File: src/rtl/vic_pkg.sv
`timescale 1ns/1ps
package vic_pkg;
  typedef enum logic [1:0] {
    TRIG_LOW_LVL  = 2'b00,
    TRIG_FALL     = 2'b01,
    TRIG_HIGH_LVL = 2'b10,
    TRIG_RISE     = 2'b11
  } trig_e;

  localparam int unsigned PRIO_LSB = 0;
  localparam int unsigned TRIG_LSB = 5;

  // offsets above the control base
  localparam logic [3:0] OFS_IRQ_VEC = 4'd0;
  localparam logic [3:0] OFS_FIQ_VEC = 4'd1;
  localparam logic [3:0] OFS_STATUS  = 4'd2;
  localparam logic [3:0] OFS_PEND    = 4'd3;
  localparam logic [3:0] OFS_MASK    = 4'd4;
  localparam logic [3:0] OFS_CORE    = 4'd5;
  localparam logic [3:0] OFS_EN      = 4'd8;
  localparam logic [3:0] OFS_DIS     = 4'd9;
  localparam logic [3:0] OFS_CLR     = 4'd10;
  localparam logic [3:0] OFS_SET     = 4'd11;
  localparam logic [3:0] OFS_EOI     = 4'd12;
  localparam logic [3:0] OFS_SPUR    = 4'd13;
endpackage

File: src/rtl/vic_src_bank.sv
`timescale 1ns/1ps
module vic_src_bank import vic_pkg::*; #(
  parameter int unsigned NSRC = 32
) (
  input  logic                 clk,
  input  logic                 rst_n,
  input  logic [NSRC-1:0]      src_in,
  input  logic [NSRC-1:0][1:0] trig,
  input  logic [NSRC-1:0]      sw_set,
  input  logic [NSRC-1:0]      sw_clr,
  input  logic [NSRC-1:0]      ack,
  output logic [NSRC-1:0]      pend
);
  logic [NSRC-1:0] src_q, pend_q, pend_d, hit, edge_m;

  always_comb begin
    for (int i = 0; i < NSRC; i++) begin
      case (trig_e'(trig[i]))
        TRIG_LOW_LVL:  hit[i] = ~src_in[i];
        TRIG_HIGH_LVL: hit[i] = src_in[i];
        TRIG_FALL:     hit[i] = src_q[i] & ~src_in[i];
        TRIG_RISE:     hit[i] = ~src_q[i] & src_in[i];
        default:       hit[i] = 1'b0;
      endcase
      edge_m[i] = trig[i][0];
      pend_d[i] = edge_m[i] ? ((pend_q[i] & ~(sw_clr[i] | ack[i])) | hit[i] | sw_set[i])
                            : hit[i];
    end
  end

  always_ff @(posedge clk or negedge rst_n) begin
    if (!rst_n) begin
      src_q  <= '0;
      pend_q <= '0;
    end else begin
      src_q  <= src_in;
      pend_q <= pend_d;
    end
  end

  assign pend = pend_q;

  // a latched edge survives until cleared or acknowledged
  assert_edge_hold_R3: assert property (@(posedge clk) disable iff (!rst_n)
    1'b1 |=> ((pend_q & $past(edge_m & pend_q & ~(sw_clr | ack)))
              == $past(edge_m & pend_q & ~(sw_clr | ack))));
endmodule

File: src/rtl/vic_arbiter.sv
`timescale 1ns/1ps
module vic_arbiter #(
  parameter int unsigned NSRC  = 32,
  parameter int unsigned PRIOW = 3,
  parameter int unsigned IDW   = 5,
  parameter int unsigned FIRST = 1
) (
  input  logic [NSRC-1:0]            elig,
  input  logic [NSRC-1:0][PRIOW-1:0] prio,
  output logic                       valid,
  output logic [IDW-1:0]             win_id,
  output logic [PRIOW-1:0]           win_prio
);
  always_comb begin
    valid    = 1'b0;
    win_id   = '0;
    win_prio = '0;
    for (int i = FIRST; i < NSRC; i++) begin
      if (elig[i] && (!valid || prio[i] > win_prio)) begin
        valid    = 1'b1;
        win_id   = IDW'(i);
        win_prio = prio[i];
      end
    end
  end
endmodule

File: src/rtl/vic_level_stack.sv
`timescale 1ns/1ps
module vic_level_stack #(
  parameter int unsigned DEPTH = 8,
  parameter int unsigned PRIOW = 3,
  parameter int unsigned IDW   = 5,
  parameter int unsigned CNTW  = 4
) (
  input  logic             clk,
  input  logic             rst_n,
  input  logic             push,
  input  logic             pop,
  input  logic [PRIOW-1:0] push_prio,
  input  logic [IDW-1:0]   push_id,
  output logic             empty,
  output logic [PRIOW-1:0] top_prio,
  output logic [IDW-1:0]   top_id,
  output logic [CNTW-1:0]  depth
);
  localparam int unsigned PTRW = (DEPTH > 1) ? $clog2(DEPTH) : 1;

  logic [DEPTH-1:0][PRIOW-1:0] prio_q, prio_d;
  logic [DEPTH-1:0][IDW-1:0]   id_q, id_d;
  logic [CNTW-1:0]             cnt_q, cnt_d;
  logic [PTRW-1:0]             top_ptr, wr_ptr;
  logic                        full;

  assign full    = (cnt_q == CNTW'(DEPTH));
  assign empty   = (cnt_q == '0);
  assign wr_ptr  = cnt_q[PTRW-1:0];
  assign top_ptr = PTRW'(cnt_q - 1'b1);

  always_comb begin
    prio_d = prio_q;
    id_d   = id_q;
    cnt_d  = cnt_q;
    if (push && !full) begin
      prio_d[wr_ptr] = push_prio;
      id_d[wr_ptr]   = push_id;
      cnt_d          = cnt_q + 1'b1;
    end else if (pop && !empty) begin
      cnt_d = cnt_q - 1'b1;
    end
  end

  always_ff @(posedge clk or negedge rst_n) begin
    if (!rst_n) begin
      prio_q <= '0;
      id_q   <= '0;
      cnt_q  <= '0;
    end else if (push || pop) begin
      prio_q <= prio_d;
      id_q   <= id_d;
      cnt_q  <= cnt_d;
    end
  end

  assign top_prio = prio_q[top_ptr];
  assign top_id   = id_q[top_ptr];
  assign depth    = cnt_q;

  assert_no_overflow_R8: assert property (@(posedge clk) disable iff (!rst_n)
    push |-> !full);
  assert_pop_depth_R8: assert property (@(posedge clk) disable iff (!rst_n)
    (pop && !empty) |=> (cnt_q == $past(cnt_q) - 1'b1));
  assert_push_order_R7: assert property (@(posedge clk) disable iff (!rst_n)
    (push && !empty) |-> (push_prio > top_prio));
endmodule

File: src/rtl/vec_irq_ctrl.sv
`timescale 1ns/1ps
module vec_irq_ctrl import vic_pkg::*; #(
  parameter int unsigned NSRC  = 32,
  parameter int unsigned NLVL  = 8,
  parameter int unsigned VECW  = 32,
  parameter int unsigned DW    = 32,
  parameter int unsigned ADDRW = 8
) (
  input  logic             clk,
  input  logic             rst_n,
  input  logic [NSRC-1:0]  src_in,
  input  logic             bus_en,
  input  logic             bus_we,
  input  logic [ADDRW-1:0] bus_addr,
  input  logic [DW-1:0]    bus_wdata,
  output logic [DW-1:0]    bus_rdata,
  output logic             fast_req,
  output logic             norm_req
);
  localparam int unsigned PRIOW    = $clog2(NLVL);
  localparam int unsigned IDW      = $clog2(NSRC);
  localparam int unsigned CNTW     = $clog2(NLVL + 1);
  localparam int unsigned VEC_BASE = NSRC;
  localparam int unsigned CTL_BASE = 2 * NSRC;

  // ---------------- bus decode ----------------
  logic             wr_en, rd_en, is_mode, is_vec, is_ctl;
  logic [IDW-1:0]   mode_idx, vec_idx;
  logic [ADDRW-1:0] ctl_ofs;
  logic [3:0]       ctl_sel;

  assign wr_en    = bus_en & bus_we;
  assign rd_en    = bus_en & ~bus_we;
  assign is_mode  = bus_addr < ADDRW'(VEC_BASE);
  assign is_vec   = !is_mode && (bus_addr < ADDRW'(CTL_BASE));
  assign mode_idx = IDW'(bus_addr);
  assign vec_idx  = IDW'(bus_addr - ADDRW'(VEC_BASE));
  assign ctl_ofs  = bus_addr - ADDRW'(CTL_BASE);
  assign ctl_sel  = ctl_ofs[3:0];
  assign is_ctl   = !is_mode && !is_vec && (ctl_ofs[ADDRW-1:4] == '0);

  logic cmd_en, cmd_dis, cmd_clr, cmd_set, cmd_eoi, spur_wr, rd_ivr, rd_fvr;
  assign cmd_en  = wr_en & is_ctl & (ctl_sel == OFS_EN);
  assign cmd_dis = wr_en & is_ctl & (ctl_sel == OFS_DIS);
  assign cmd_clr = wr_en & is_ctl & (ctl_sel == OFS_CLR);
  assign cmd_set = wr_en & is_ctl & (ctl_sel == OFS_SET);
  assign cmd_eoi = wr_en & is_ctl & (ctl_sel == OFS_EOI);
  assign spur_wr = wr_en & is_ctl & (ctl_sel == OFS_SPUR);
  assign rd_ivr  = rd_en & is_ctl & (ctl_sel == OFS_IRQ_VEC);
  assign rd_fvr  = rd_en & is_ctl & (ctl_sel == OFS_FIQ_VEC);

  // ---------------- configuration state ----------------
  logic [NSRC-1:0][PRIOW-1:0] prio_q, prio_d;
  logic [NSRC-1:0][1:0]       trig_q, trig_d;
  logic [NSRC-1:0][VECW-1:0]  vec_q, vec_d;
  logic [NSRC-1:0]            mask_q, mask_d;
  logic [VECW-1:0]            spur_q, spur_d;
  logic [DW-1:0]              rdata_q, rdata_d;
  logic                       cfg_wr, mask_wr;

  assign cfg_wr  = wr_en & (is_mode | is_vec);
  assign mask_wr = cmd_en | cmd_dis;

  always_comb begin
    prio_d = prio_q;
    trig_d = trig_q;
    vec_d  = vec_q;
    mask_d = mask_q;
    spur_d = spur_q;
    if (wr_en && is_mode) begin
      prio_d[mode_idx] = bus_wdata[PRIO_LSB +: PRIOW];
      trig_d[mode_idx] = bus_wdata[TRIG_LSB +: 2];
    end
    if (wr_en && is_vec) vec_d[vec_idx] = bus_wdata[VECW-1:0];
    if (cmd_en)  mask_d = mask_q | bus_wdata[NSRC-1:0];
    if (cmd_dis) mask_d = mask_q & ~bus_wdata[NSRC-1:0];
    if (spur_wr) spur_d = bus_wdata[VECW-1:0];
  end

  // ---------------- sources, selection, nesting ----------------
  logic [NSRC-1:0]  pend, elig, ack, sw_set, sw_clr;
  logic             win_valid, stk_empty;
  logic [IDW-1:0]   win_id, top_id;
  logic [PRIOW-1:0] win_prio, top_prio;
  logic [CNTW-1:0]  stk_depth;

  assign sw_set = cmd_set ? bus_wdata[NSRC-1:0] : '0;
  assign sw_clr = cmd_clr ? bus_wdata[NSRC-1:0] : '0;
  assign elig   = pend & mask_q;

  vic_src_bank #(.NSRC(NSRC)) u_bank (
    .clk(clk), .rst_n(rst_n), .src_in(src_in), .trig(trig_q),
    .sw_set(sw_set), .sw_clr(sw_clr), .ack(ack), .pend(pend)
  );

  vic_arbiter #(.NSRC(NSRC), .PRIOW(PRIOW), .IDW(IDW), .FIRST(1)) u_arb (
    .elig(elig), .prio(prio_q), .valid(win_valid), .win_id(win_id), .win_prio(win_prio)
  );

  assign norm_req = win_valid && (stk_empty || (win_prio > top_prio));
  assign fast_req = elig[0];

  always_comb begin
    ack = '0;
    if (rd_ivr && norm_req) ack[win_id] = 1'b1;
    if (rd_fvr && fast_req) ack[0]      = 1'b1;
  end

  vic_level_stack #(.DEPTH(NLVL), .PRIOW(PRIOW), .IDW(IDW), .CNTW(CNTW)) u_stk (
    .clk(clk), .rst_n(rst_n), .push(rd_ivr && norm_req), .pop(cmd_eoi),
    .push_prio(win_prio), .push_id(win_id), .empty(stk_empty),
    .top_prio(top_prio), .top_id(top_id), .depth(stk_depth)
  );

  // ---------------- read mux ----------------
  always_comb begin
    rdata_d = '0;
    if (rd_en) begin
      if (is_mode) begin
        rdata_d[PRIO_LSB +: PRIOW] = prio_q[mode_idx];
        rdata_d[TRIG_LSB +: 2]     = trig_q[mode_idx];
      end else if (is_vec) begin
        rdata_d[VECW-1:0] = vec_q[vec_idx];
      end else if (is_ctl) begin
        case (ctl_sel)
          OFS_IRQ_VEC: rdata_d[VECW-1:0] = norm_req ? vec_q[win_id] : spur_q;
          OFS_FIQ_VEC: rdata_d[VECW-1:0] = fast_req ? vec_q[0] : spur_q;
          OFS_STATUS:  rdata_d[IDW-1:0]  = stk_empty ? '0 : top_id;
          OFS_PEND:    rdata_d[NSRC-1:0] = pend;
          OFS_MASK:    rdata_d[NSRC-1:0] = mask_q;
          OFS_CORE:    rdata_d[1:0]      = {norm_req, fast_req};
          OFS_SPUR:    rdata_d[VECW-1:0] = spur_q;
          default:     rdata_d           = '0;
        endcase
      end
    end
  end

  always_ff @(posedge clk or negedge rst_n) begin
    if (!rst_n) begin
      prio_q  <= '0;
      trig_q  <= '0;
      vec_q   <= '0;
      mask_q  <= '0;
      spur_q  <= '0;
      rdata_q <= '0;
    end else begin
      if (cfg_wr) begin
        prio_q <= prio_d;
        trig_q <= trig_d;
        vec_q  <= vec_d;
      end
      if (mask_wr) mask_q <= mask_d;
      if (spur_wr) spur_q <= spur_d;
      rdata_q <= rdata_d;
    end
  end

  assign bus_rdata = rdata_q;

  assert_mask_en_R4: assert property (@(posedge clk) disable iff (!rst_n)
    cmd_en |=> ((mask_q & $past(bus_wdata[NSRC-1:0])) == $past(bus_wdata[NSRC-1:0])));
  assert_mask_dis_R4: assert property (@(posedge clk) disable iff (!rst_n)
    cmd_dis |=> ((mask_q & $past(bus_wdata[NSRC-1:0])) == '0));
  assert_winner_elig_R6: assert property (@(posedge clk) disable iff (!rst_n)
    norm_req |-> (pend[win_id] && mask_q[win_id] && (win_id != '0)));
  assert_push_depth_R7: assert property (@(posedge clk) disable iff (!rst_n)
    (rd_ivr && norm_req) |=> (stk_depth == $past(stk_depth) + 1'b1));
  assert_spurious_R10: assert property (@(posedge clk) disable iff (!rst_n)
    (rd_ivr && !norm_req) |=> (bus_rdata[VECW-1:0] == $past(spur_q)));
endmodule

File: config.mk
export PLATFORM = sky130hd
export DESIGN_NAME = vec_irq_ctrl
export DESIGN_NICKNAME = d
export VERILOG_FILES = /design/src/rtl/vic_pkg.sv /design/src/rtl/vic_src_bank.sv /design/src/rtl/vic_arbiter.sv /design/src/rtl/vic_level_stack.sv /design/src/rtl/vec_irq_ctrl.sv
export SDC_FILE = /design/constraint.sdc
export NUM_CORES = 2
export LEC_CHECK = 0
export BUFFER_PORTS_ARGS = -buffer_cell sky130_fd_sc_hd__buf_2
export CAP_MARGIN = 15
export CORE_UTILIZATION = 60
export DETAILED_ROUTE_END_ITERATION = 6
export PLACE_DENSITY = 0.78
export SYNTH_ARGS = -nofsm -noshare
export SYNTH_HDL_FRONTEND = slang
export SYNTH_HIERARCHICAL = 1
export SYNTH_SLANG_ARGS = --single-unit
File: constraint.sdc
create_clock -name clk -period 125.2 [get_ports clk]
set_input_delay 25.04 -clock clk [delete_from_list [all_inputs] [get_ports clk]]
set_output_delay 25.04 -clock clk [all_outputs]
set_load 0.03 [all_outputs]
==> results.cfg <==
[yosys]
async_flop_share_pct = 100
avgSynthCellArea_um2 = 13.8
synth_edf_count = 0
netlist_instances = 5616
synth_ff_type = dfrtp_1
ys_ff_latch = 1412
synth-seq-area-share_pct = 45.5
syn-cell-area_um2 = 77700
synth.distinct_cells = 105
syn-num-nets = 5765
yosys_warnings = 6

[sta]
setup_viol = 0
period_needed_ps = 79780
setup_ws_ps = 45420
rsz0062_at_grt = false
layout_worst_path_cycle_share_pct = 63.7
finClkSkew_ps = 24.6
drv_slew = 0
holdWs_ps = 497
max_slew_margin_pct = 15.5
fmax_mhz = 12.5
setup_tns_ps = 0
tightest_slew_ps = 1260
hold_viol = 0

[clocking]
clk_latency_ps = 820
cts.path.max_buffers = 3
cts_setup_buffers = 0
root_buffer = clkbuf_16
path_clk_slew_ps = 60
cts_tree = yes
cts_hold_buf = 0
cts_resized = 0
cts_made_buffers = 153
htreeDepth = 4
cts.sinks = 1412

[status]
status = finished with violations
violations = design-rule violations

[die]
core_area_um2 = 128000
row_count = 131
initial_core_util_pct = 60.7
fp.dieH_um = 362
die_w_um = 362
io_pins = 110
dieArea_um2 = 131000

[setup_path]
required_ps = 100160
path_max_fanout = 11
crit_type = register to output port
slowest_stage = a221oi_1
arrival_ps = 54740
cp_num_buf_inv = 9
cp-end-kind = output port
crit_top_cell = a21oi_1
max_stage_delay_ps = 760
crit_family = compound AO/OA/AOI/OAI gates
cp-start-kind = register

[placement]
place_inst = 7074
gp_congestion = 0.995
portBuffers = 109
hpwl_mm = 148
place_area_um2 = 79400
dp_slack_ps = 47670

[global_route]
grt_usage_pct = 38.5
grt_pass1_vias = 53800
grt_pass1_wl_mm = 368
grt_overflow = 0
grt_max_degree = 144
grt_antenna_before_repair = 37

[final_layout]
post_route_cells_drive_above_1_share_pct = 44.2
area_delta_synth_final_pct = 8.95
fillers = 8951
fin_cells = 7365
layout_common_cells = dfrtp_1 (1412), mux2_2 (1293), mux4_2 (601)
finalInstanceArea_um2 = 84600
final_nets = 5649
final_common_cell = dfrtp_1

[routing]
num_vias = 54400
route.detailed.drc = 7
initialDrtViolationCount = 7631
drtAntennaViolNets = 0
first_pass_iters = 7
routedWlPerCell_um = 33.9
viasPerCell = 7.39
routed_wl_mm = 250

[job]
max_cap_viol_count = 0

[hold_path]
hp-class = register to register

[power_and_ir_drop]
ir_drop_mv = 0.0785
power.density_nw_per_um2 = 22.3
p_leak_nw = 38.5
==> synthesized netlist by cell type (all sizes together) (8+ instances only) <==
library cell,count,area share (%)
nand2b,13,0.10
mux2,1313,19
a21o,13,0.13
buf,278,1.8
mux2i,95,1.2
or3,10,0.087
and2,117,0.95
inv,95,0.46
and3,12,0.097
o311ai,37,0.42
a31oi,69,0.56
o22ai,113,0.91
nor3,61,0.44
o31ai,15,0.15
or2,13,0.10
o21ai,64,0.41
mux4,602,17
o211ai,8,0.077
nand4,13,0.14
a21oi,107,0.70
a221o,30,0.39
a211oi,27,0.29
dfrtp,1412,45
a2111oi,9,0.11
o221ai,9,0.10
or4,10,0.10
a221oi,63,0.87
nor4,16,0.14
nor2,185,0.89
nand3,44,0.30
a22oi,29,0.28
o21a,18,0.17
nor2b,62,0.50
nor4bb,33,0.43
ha,73,1.2
nand2,223,1.1
clkbuf,210,1.0
nand3b,9,0.087
==> layout make-up <==
type | count | area, um2 | share of cell area, %
clock buffer | 228 | 4530 | 5.36
inverter | 96 | 365 | 0.432
timing repair buffer | 217 | 1450 | 1.71
sequential | 1412 | 35300 | 41.8
antenna | 12 | 30.0 | 0.0355
tap | 1729 | 2160 | 2.56
multi-input combinational | 3620 | 40100 | 47.4
clock inverter | 51 | 667 | 0.788
==> logic make-up after synthesis <==
logic type / count (synthesis) / synth area share, %
compound gates: 687 / 6.47
xor+xnor: 2 / 0.0467
fa+ha+maj: 75 / 1.20
buf+inv: 584 / 3.29
flops: 1412 / 45.5
mux: 2010 / 37.8
simple gates: 846 / 5.73
==> final timing paths <==
check | startpoint | cells after the start | slack (ps) | to
setup / recovery | register | 238 | 45420 | norm_req
max in group asynchronous | rst_n | 4 | 97520 | vec_q[950]$_DFFE_PN0P_
hold / removal | u_stk/id_q[2]$_DFFE_PN0P_ | 1 | 500 | u_stk/id_q[2]$_DFFE_PN0P_
min in group asynchronous | rst_n | 1 | 24240 | u_stk/depth[2]$_DFFE_PN0P_
hold reg to reg | u_stk/id_q[2]$_DFFE_PN0P_ | 1 | 500 | u_stk/id_q[2]$_DFFE_PN0P_
setup reg to reg | register | 241 | 68470 | bus_rdata[5]$_DFF_PN0_
==> routing by layer <==
metal / routed length (um) / global-route usage [%] / up-vias / share of wire [%]
li1: - / - / 21400 / -
met1: 93700 / 52.3 / 28600 / 38
met2: 111000 / 55.9 / 3517 / 44
met3: 31200 / 12.6 / 857 / 12
met4: 13900 / 19.0 / 26 / 5.6
met5: 168 / 0 / - / 0.067
==> report_power, final <==
part	internal, mW	switching, mW
sequential	0.469	0.0112
combinational	0.339	0.600
clock	0.274	0.194
==> metrics by stage <==
step,total power [mW],utilization [%]
global route,1.95,66.1
floorplan,1.13,-
finish,1.89,66.1
detailed placement,1.41,62.0
CTS,1.87,66.1
global placement,1.40,62.0
==> sequential cells by signal, summed over array words and instances, names as in the netlist, named ones only <==
signal,cells
bus_rdata,32
prio_q,96
spur_q,32
trig_q,64
u_bank/pend,32
u_bank/src_q,32
u_stk/depth,4
u_stk/id_q,40
u_stk/prio_q,24
vec_q,1024
Power figures use the tool's default switching activity.
